File: config.mk
export PLATFORM = sky130hd
export DESIGN_NAME = ddc1_edid_tx
export DESIGN_NICKNAME = d
export VERILOG_FILES = /design/src/rtl/ddc1_edid_pkg.sv /design/src/rtl/vsync_rise_detect.sv /design/src/rtl/edid_hold_buf.sv /design/src/rtl/packet_shifter.sv /design/src/rtl/ddc1_edid_tx.sv
export SDC_FILE = /design/constraint.sdc
export NUM_CORES = 1
export LEC_CHECK = 0
export ABC_AREA = 1
export BUFFER_PORTS_ARGS = -buffer_cell sky130_fd_sc_hd__buf_4
export CAP_MARGIN = 20
export CORE_MARGIN = 4
export CORE_UTILIZATION = 48
export DETAILED_ROUTE_END_ITERATION = 10
export PLACE_DENSITY_LB_ADDON = 0.25
export SYNTH_ARGS = -nofsm -noshare
export SYNTH_HDL_FRONTEND = slang
export SYNTH_SLANG_ARGS = --single-unit
File: constraint.sdc
create_clock -name clk -period 1.13 [get_ports clk]
set_input_delay 0.113 -clock clk [delete_from_list [all_inputs] [get_ports clk]]
set_output_delay 0.113 -clock clk [all_outputs]
set_load 0.05 [all_outputs]
File: src/rtl/ddc1_edid_pkg.sv
package ddc1_edid_pkg;
  localparam int BYTE_BITS = 8;
  localparam int SYNC_DEPTH = 2;
endpackage

File: src/rtl/vsync_rise_detect.sv
module vsync_rise_detect #(
  parameter int STAGES = 2
) (
  input  logic clk,
  input  logic rst_n,
  input  logic async_in,
  output logic rise
);
  logic [STAGES:0] pipe;

  always_ff @(posedge clk) begin
    if (!rst_n) pipe[0] <= 1'b0;
    else        pipe[0] <= async_in;
  end

  for (genvar s = 1; s <= STAGES; s++) begin : g_stage
    always_ff @(posedge clk) begin
      if (!rst_n) pipe[s] <= 1'b0;
      else        pipe[s] <= pipe[s-1];
    end
  end

  assign rise = pipe[STAGES-1] & ~pipe[STAGES];

  // a detected edge is a single-cycle pulse
  a_r2_single_pulse: assert property (@(posedge clk) disable iff (!rst_n)
    rise |=> !rise);
endmodule

File: src/rtl/edid_hold_buf.sv
module edid_hold_buf #(
  parameter int DATA_W = 8
) (
  input  logic              clk,
  input  logic              rst_n,
  input  logic              wr_fire,
  input  logic [DATA_W-1:0] wr_byte,
  input  logic              take,
  input  logic              irq_en,
  output logic [DATA_W-1:0] held_byte,
  output logic              empty_flag,
  output logic              irq
);
  always_ff @(posedge clk) begin
    if (!rst_n) begin
      held_byte  <= '0;
      empty_flag <= 1'b0;
    end else begin
      if (wr_fire) held_byte <= wr_byte;
      if (wr_fire)   empty_flag <= 1'b0;
      else if (take) empty_flag <= 1'b1;
    end
  end

  assign irq = empty_flag & irq_en;

  // a write always leaves the flag clear
  a_r5_write_clears: assert property (@(posedge clk) disable iff (!rst_n)
    wr_fire |=> !empty_flag);
  // a reload without a write sets the flag
  a_r4_take_sets: assert property (@(posedge clk) disable iff (!rst_n)
    (take && !wr_fire) |=> empty_flag);
  // collision keeps the new byte buffered
  a_r9_collision_keeps: assert property (@(posedge clk) disable iff (!rst_n)
    (take && wr_fire) |=> (held_byte == $past(wr_byte)) && !empty_flag);
  // without a write the buffered byte is unchanged
  a_r7_hold_byte: assert property (@(posedge clk) disable iff (!rst_n)
    !wr_fire |=> $stable(held_byte));
endmodule

File: src/rtl/packet_shifter.sv
module packet_shifter #(
  parameter int DATA_W = 8,
  localparam int CNT_W = $clog2(DATA_W + 1)
) (
  input  logic              clk,
  input  logic              rst_n,
  input  logic              active,
  input  logic              step,
  input  logic [DATA_W-1:0] fill_byte,
  output logic              load,
  output logic              line_bit
);
  localparam logic [CNT_W-1:0] SEP_SLOT = CNT_W'(DATA_W);

  logic [CNT_W-1:0]  slot;
  logic [DATA_W-1:0] shreg;

  assign load = active & step & (slot == SEP_SLOT);

  always_ff @(posedge clk) begin
    if (!rst_n) begin
      slot  <= SEP_SLOT;
      shreg <= '0;
    end else if (!active) begin
      slot <= SEP_SLOT;
    end else if (step) begin
      if (slot == SEP_SLOT) begin
        slot  <= '0;
        shreg <= fill_byte;
      end else begin
        slot  <= CNT_W'(slot + 1'b1);
        shreg <= shreg << 1;
      end
    end
  end

  assign line_bit = (slot == SEP_SLOT) ? 1'b1 : shreg[DATA_W-1];

  // one slot per detected edge
  a_r2_advance: assert property (@(posedge clk) disable iff (!rst_n)
    (active && step && slot != SEP_SLOT) |=> slot == CNT_W'($past(slot) + 1'b1));
  // no edge, no movement
  a_r2_hold: assert property (@(posedge clk) disable iff (!rst_n)
    (active && !step) |=> $stable(slot) && $stable(shreg));
  // leaving the mode parks at the separator slot
  a_r8_park: assert property (@(posedge clk) disable iff (!rst_n)
    !active |=> slot == SEP_SLOT);
  // a reload copies the buffered byte
  a_r4_reload_copy: assert property (@(posedge clk) disable iff (!rst_n)
    load |=> shreg == $past(fill_byte) && slot == '0);
endmodule

File: src/rtl/ddc1_edid_tx.sv
module ddc1_edid_tx
  import ddc1_edid_pkg::*;
#(
  parameter int DATA_W      = BYTE_BITS,
  parameter int SYNC_STAGES = SYNC_DEPTH
) (
  input  logic              clk,
  input  logic              rst_n,
  input  logic              ddc1_mode,
  input  logic              vsync,
  input  logic              wr_valid,
  output logic              wr_ready,
  input  logic [DATA_W-1:0] wr_data,
  input  logic              irq_en,
  output logic              buf_empty,
  output logic              irq,
  output logic              sda_pull_low
);
  logic              vs_rise;
  logic              reload;
  logic              line_bit;
  logic [DATA_W-1:0] held_byte;
  logic              wr_fire;

  assign wr_ready = 1'b1;
  assign wr_fire  = wr_valid & wr_ready;

  vsync_rise_detect #(.STAGES(SYNC_STAGES)) u_sync (
    .clk(clk), .rst_n(rst_n), .async_in(vsync), .rise(vs_rise)
  );

  edid_hold_buf #(.DATA_W(DATA_W)) u_buf (
    .clk(clk), .rst_n(rst_n), .wr_fire(wr_fire), .wr_byte(wr_data),
    .take(reload), .irq_en(irq_en), .held_byte(held_byte),
    .empty_flag(buf_empty), .irq(irq)
  );

  packet_shifter #(.DATA_W(DATA_W)) u_shift (
    .clk(clk), .rst_n(rst_n), .active(ddc1_mode), .step(vs_rise),
    .fill_byte(held_byte), .load(reload), .line_bit(line_bit)
  );

  assign sda_pull_low = ddc1_mode & ~line_bit;

  // line released outside the mode
  a_r8_released: assert property (@(posedge clk) disable iff (!rst_n)
    !ddc1_mode |-> !sda_pull_low);
  // interrupt never raised without the flag
  a_r6_masked: assert property (@(posedge clk) disable iff (!rst_n)
    irq |-> buf_empty && irq_en);
  // the line changes only after a detected edge or a mode change
  a_r2_line_steady: assert property (@(posedge clk) disable iff (!rst_n)
    (!$past(vs_rise) && $stable(ddc1_mode) && $past(ddc1_mode)) |-> $stable(sda_pull_low));
endmodule

# Word level (Yosys, flattened, before mapping)

Index checks and enable logic that the tools add are counted.

Register bits after elaboration: 24
Input port bits: 14
Output and inout bits: 4
Word-level logic and storage cells: 23

Add/sub/neg operators: 1
Eq/ne operators: 1
Multiplexer cells: 3
Bitwise gates (word level): 8
Reductions and logical operators: 3

Operators by type and width:

| kind                | count |
|---|---|
| $mux 8              | 1 |
| $and 1x1->1         | 5 |
| $add 4x1->4 const B | 1 |
| $eq 4x4->1 const B  | 1 |
| $mux 4              | 1 |
| $reduce_and 2->1    | 2 |
| $not 1->1           | 3 |
| $reduce_or 2->1     | 1 |
| $mux 1              | 1 |

# Longest topological paths before layout

Gate-level depths: netlist of run 1.

Depth after elaboration: 4
Gate-level depth with buffers: 9
Gate-level depth less buffers: 8

# Cells and area by module

Synthesis of run 1 repeated with hierarchy kept, for this count alone.

Cell total of the unflattened synthesis: 174
Area, all modules: 1203.7 µm²

By module, submodules not included:

| module            | times used | cells each | area an instance (µm²) | sequential area each (µm²) |
|---|---|---|---|---|
| packet_shifter    | 1          | 101        | 661.9                  | 240.2 |
| edid_hold_buf     | 1          | 58         | 427.9                  | 180.2 |
| vsync_rise_detect | 1          | 11         | 92.6                   | 60.1 |
| ddc1_edid_tx      | 1          | 4          | 21.3                   | 0.0 |

# Worst setup path after synthesis of run 1

Ideal clock, no wire load.

Kind: flip-flop to output port
Start: register u_shift.slot[0]
End: output sda_pull_low
Arrival: 1.960 ns
Data required time: 1.017 ns
Path slack: -0.943 ns
Stages on the path, launching flop included: 7
Buffers on the path: 1
Cells stage by stage: dfxtp_1 -> inv_1 -> ha_1 -> nand3_4 -> inv_2 -> buf_6 -> nor3_1

Longest elaborated chain between the ends: 4

Ends and longest elaborated chain:

| element                | RTL line             | source |
|---|---|---|
| start, declared        | packet_shifter.sv:15 | `logic [CNT_W-1:0] slot;` |
| start signal, assigned | packet_shifter.sv:31 | `slot <= CNT_W'(slot + 1'b1);` |
| $eq 4x4->1             | packet_shifter.sv:37 | `assign line_bit = (slot == SEP_SLOT) ? 1'b1 : shreg[DATA_W-1];` |
| $mux 1                 | packet_shifter.sv:37 |  |
| $not 1->1              | ddc1_edid_tx.sv:43   | `assign sda_pull_low = ddc1_mode & ~line_bit;` |
| $and 1x1->1            | ddc1_edid_tx.sv:43   |  |
| end, declared          | ddc1_edid_tx.sv:17   | `output logic sda_pull_low` |

Every way passes these cells.

# Final worst setup path of run 1

Start: register u_shift.slot[1]
End: output sda_pull_low

Same word-level chain as after synthesis.

==> flow_summary.ini, run 1 <==
[run_status]
status = finished, violations left
violations = setup timing

[timing]
hold_ws_ns = 0.0181
fin_skew_ns = 0.00428
fmax_mhz = 726
final_max_slew_viol_count = 0
fin_crit_sh_pct = 122
hold_violations = 0
worst_slack_ns = -0.248
post-route-min-period_ns = 1.38
rsz0062_at_grt = true
finalSetupViolations = 13

[logic_synthesis]
syn-cell-area_um2 = 1070
synthesis.instances = 153
synth_nets = 169
ys_warn_count = 0
synth_area_per_cell_um2 = 7.02
yosysUniqueCellTypes = 19
ys_seq_area_share_pct = 44.8
ys_ff_latch = 24

[drt]
wl_per_cell_um = 11.7
ant_nets = 0
drt_wl_total_um = 2420
drc = 0
num_vias = 979
dr.pass1.iters = 4
detail_route.iter0.violations = 28
vias_per_cell = 4.75

[critical_path]
crit_arrival_ns = 1.26
cp-end-kind = output pin
r2r_slack_ns = -0.23
path_class = reg2out
critPathLaunchType = flop
cp_max_fo = 2
required_ns = 1.02

[finish]
n_antenna_cell = 0
synthToLayoutAreaGrowth_pct = 38.7
fin_cells = 206
drive_gt1_share_pct = 37.4
final_area_um2 = 1490
nNetsFinal = 196

[grt]
grt_pass1_vias = 876
grt_overflow = 0
gr-usage-all-layers_pct = 14.6
antenna_found_initial = 0
grt_max_degree = 15
grt_pass1_wl_um = 3660

[floorplanning]
dieArea_um2 = 3060
start_util_pct = 52.6
die_w_um = 55.3
ios = 18
core_area_um2 = 2040
die_y_um = 55.3
rows = 16

[clock_network]
cts_max_level = 1
path_clk_slew_ns = 0.13
cts_buffer_depth = 2
cts-root-buf = clkbuf_4
cts_tree = done
clk_latency_ns = 0.31
cts_sinks = 24
cts_buffers = 3

[power]
vdd_drop_max_v = 0.000978
leakage_nw = 0.691
powerDensity_nw_per_um2 = 1080

[placed_design]
place_congestion = 0.823
portBuffers = 16
hpwl_um = 1640
placed_cells = 197
placed_cell_area_um2 = 1270

[worst_hold_path]
hp-class = in2reg

[flow_run]
drv_cap = 0
==> cells by family (layout without fill, tap and decap cells) <==
logic type / Yosys count / in the layout / share of synthesized area, %
compound gates: 20 / 20 / 9.32
other cells: 1 / 1 / 0.349
flops: 24 / 24 / 44.8
fa+ha+maj: 2 / 2 / 2.33
simple gates: 73 / 73 / 30.5
buf+inv: 33 / 59 / 12.7
==> area by class of cell <==
type                       instances  area [µm²]
clock buffer                       4        36.3
multi-input combinational         96         609
inverter                          30         115
fill                             162         553
tap                               27        33.8
timing repair buffer              25         210
sequential                        24         484
==> cell usage in the layout, fill, tap and decap left out, drive strengths merged <==
| master | count |
|---|---|
| o21ai | 9 |
| inv | 29 |
| dlygate4sd3 | 1 |
| ha | 2 |
| a21oi | 11 |
| nor2 | 21 |
| clkinv | 1 |
| conb | 1 |
| buf | 24 |
| clkbuf | 4 |
| nor3 | 2 |
| dfxtp | 24 |
| nand2 | 37 |
| nand3 | 13 |
==> critical path: stages, from the launching register on <==
cell and delay (ns):
dfxtp_2 0.36, inv_2 0.05, ha_4 0.16, nand3_4 0.06, inv_4 0.04, nor3_4 0.11, buf_6 0.18
==> stage by stage <==
stage                     setup TNS (ns)  power [W]  util, %  setup slack [ns]
after floorplan                   -0.223    0.00104        -            -0.223
after global placement                 0    0.00111     62.4            0.0247
after detailed placement               0    0.00112     62.4           0.00598
after CTS                          -1.05    0.00158     66.5            -0.254
after global routing               -3.15    0.00168     72.9            -0.326
final                              -2.31    0.00161     72.9            -0.248
==> per-layer routing <==
metal  wire length [µm]  vias up  global-route usage, %
met1               1070      440                   16.3
met4                 34        0                   6.25
li1                   -      518                      -
met2               1240       17                   26.7
met5                  0        -                      0
met3                 73        4                   2.80
==> final timing paths <==
check                          startpoint                               to  cells past startpoint
max          u_shift.slot[1]$_SDFFE_PN0P_                     sda_pull_low                      6
min                            wr_data[5]  u_buf.held_byte[5]$_SDFFE_PN0P_                      3
max reg2reg  u_shift.slot[1]$_SDFFE_PN0P_    u_shift.shreg[7]$_SDFFE_PN0P_                     11
min reg2reg     u_sync.pipe[0]$_SDFF_PN0_        u_sync.pipe[1]$_SDFF_PN0_                      2
==> Yosys cell counts (all sizes together) <==
cell | instances | area, µm²
o21ai | 9 | 45.0
clkinv | 1 | 3.75
nand2 | 37 | 141
nor3 | 2 | 10.0
a21oi | 11 | 55.1
nor2 | 21 | 93.8
dfxtp | 24 | 480
nand3 | 13 | 82.6
ha | 2 | 25.0
inv | 29 | 109
buf | 3 | 23.8
conb | 1 | 3.75
==> repair_timing <==
action	in CTS	in global routing
setup buffers	2	3
hold endpoints to repair	1	0
pin swaps	2	3
setup endpoints to repair	2	13
gates resized for setup	8	27
hold buffers	1	0
==> registers in the layout (all words and copies together) (netlist names) <==
name              count
u_shift.shreg         8
u_sync.pipe           3
u_buf.empty_flag      1
u_buf.held_byte       8
u_shift.slot          4
==> where the power goes <==
| group | internal (W) | switching (W) | total, W |
|---|---|---|---|
| combinational | 0.000114 | 0.000136 | 0.000250 |
| sequential | 0.000883 | 0.0000306 | 0.000913 |
| clock | 0.000197 | 0.000253 | 0.000449 |
Power figures use the tool's default switching activity.
==> run 2: changes to the inputs <==
Settings changed: CELL_PAD_IN_SITES_DETAIL_PLACEMENT from default to 1, CELL_PAD_IN_SITES_GLOBAL_PLACEMENT from default to 1, CORE_UTILIZATION 48 to 38.
Clock period 1.13 ns to 1.4 ns, I/O delays scaled along.
==> flow_summary.ini, run 2 (synthesis gave the netlist of run 1 again) <==
[critical_path]
r2r_slack_ns = 0.12
critPathSlowestCell = dfxtp_2
path_buf_inv = 3
crit_start = u_shift.slot[1]$_SDFFE_PN0P_
crit_arrival_ns = 1.30
path_class = reg2out
critPathLaunchType = flop
required_ns = 1.26
crit_path_max_incr_delay_ns = 0.36
rr_worst_depth = 9
cp-end-kind = output pin
path_depth = 6
path_delay_family = flip-flops
endpoint = sda_pull_low
path_cells = inv_2 > ha_4 > nand3_4 > inv_8 > nor3_4 > buf_6
regToRegEndpoint = u_shift.shreg[7]$_SDFFE_PN0P_
cp_max_fo = 2
r2r-start = u_shift.slot[0]$_SDFFE_PN0P_

[clock_network]
cts_sinks = 24
cts_buffers = 3
path_clk_slew_ns = 0.14
postCtsHoldBufs = 0
cts-root-buf = clkbuf_4
cts_max_level = 1
cts_buffer_depth = 2
cts_tree = done
clk_latency_ns = 0.31

[floorplanning]
die_y_um = 61.2
dieArea_um2 = 3740
start_util_pct = 39.3
rows = 19
die_w_um = 61.2
ios = 18
core_area_um2 = 2730

[grt]
grt_overflow = 0
grt_pass1_vias = 995
grt_pass1_wl_um = 4550
antenna_found_initial = 0
grt_max_degree = 15
gr-usage-all-layers_pct = 15.7

[placed_design]
pre_cts_slack_ns = 0.118
place_congestion = 0.721
hpwl_um = 1920
portBuffers = 16

[timing]
post-route-min-period_ns = 1.44
rsz0062_at_grt = true
fin_skew_ns = 0.0115
fmax_mhz = 694
final_max_slew_viol_count = 0
fin_crit_sh_pct = 103
hold_violations = 0
finalSetupViolations = 1
hold_ws_ns = 0.0106
worst_slack_ns = -0.0419

[run_status]
status = finished, violations left
violations = setup timing

[power]
vdd_drop_max_v = 0.000543
leakage_nw = 0.645
powerDensity_nw_per_um2 = 943

[drt]
ant_nets = 0
detail_route.iter0.violations = 20
drc = 0
dr.pass1.iters = 3
wl_per_cell_um = 12.2
num_vias = 983
drt_wl_total_um = 2540
vias_per_cell = 4.73

[finish]
final_common_cell = nand2_1
final_cell_mix = nand2_1, inv_1, buf_4, dfxtp_1, nor2_1
final_util_pct = 49.1
reg_top3 = u_buf.held_byte x8, u_shift.shreg x8, u_shift.slot x4
fillCellCount = 357
synthToLayoutAreaGrowth_pct = 25.1
drive_gt1_share_pct = 24.9
n_antenna_cell = 0
nNetsFinal = 194

[worst_hold_path]
min_path_cells = 3
hp-class = in2reg

[flow_run]
drv_cap = 0
[run 2: repair_timing]
item                       in CTS  in global routing
hold endpoints to repair        0                  0
setup endpoints to repair       1                  2
resized for setup               6                  2
buffers inserted                4                  2
pin swaps                       2                  1
[run 2: stage by stage]
stage,cells,setup TNS [ns],power [W],cell area (µm²)
after global placement,198,0,0.000888,1230
after floorplan,153,0,0.000838,1090
final,208,-0.0419,0.00127,1340
after global routing,208,-0.133,0.00134,1340
after detailed placement,198,0,0.000896,1230
after CTS,206,-0.0593,0.00128,1320
[run 2: how the worst min path moves through the flow]
stage	endpoint	slack, ns	from
3_3_place_gp	u_sync.pipe[0]$_SDFF_PN0_	0.33	vsync
5_1_grt	u_sync.pipe[0]$_SDFF_PN0_	0.008	vsync
2_1_floorplan	u_sync.pipe[0]$_SDFF_PN0_	0.24	vsync
4_1_cts	u_sync.pipe[0]$_SDFF_PN0_	0.004	vsync
6_report	u_sync.pipe[0]$_SDFF_PN0_	0.01	vsync
3_5_place_dp	u_sync.pipe[0]$_SDFF_PN0_	0.33	vsync
[run 2: power breakdown]
part / switching [W] / total [W] / internal, W
sequential: 0.0000180 / 0.000731 / 0.000713
clock: 0.000212 / 0.000370 / 0.000159
combinational: 0.0000948 / 0.000165 / 0.0000697
total: 0.000325 / 0.00127 / 0.000941
[run 2: layout make-up]
class / instances / area, µm² / share of cell area, %
Multi-Input combinational cell: 96 / 488 / 36.3
Timing Repair Buffer: 23 / 176 / 13.1
Inverter: 30 / 120 / 8.95
Tap cell: 31 / 38.8 / 2.89
Clock buffer: 4 / 36.3 / 2.70
Sequential cell: 24 / 483 / 36.0
[run 2: metal layers]
| metal | wire length (µm) | vias up | global-route usage [%] |
|---|---|---|---|
| met2 | 1270 | 11 | 27.0 |
| li1 | - | 510 | - |
| met4 | 12 | 0 | 3.72 |
| met5 | 0 | - | 0 |
| met1 | 1190 | 460 | 20.6 |
| met3 | 59 | 2 | 2.10 |
[run 2: worst register-to-register path: cells and delay by family (launching register included)]
family,cells,cell delay [ns]
fa+ha+maj,1,0.14
buf+inv,4,0.42
flops,1,0.35
simple gates,4,0.29
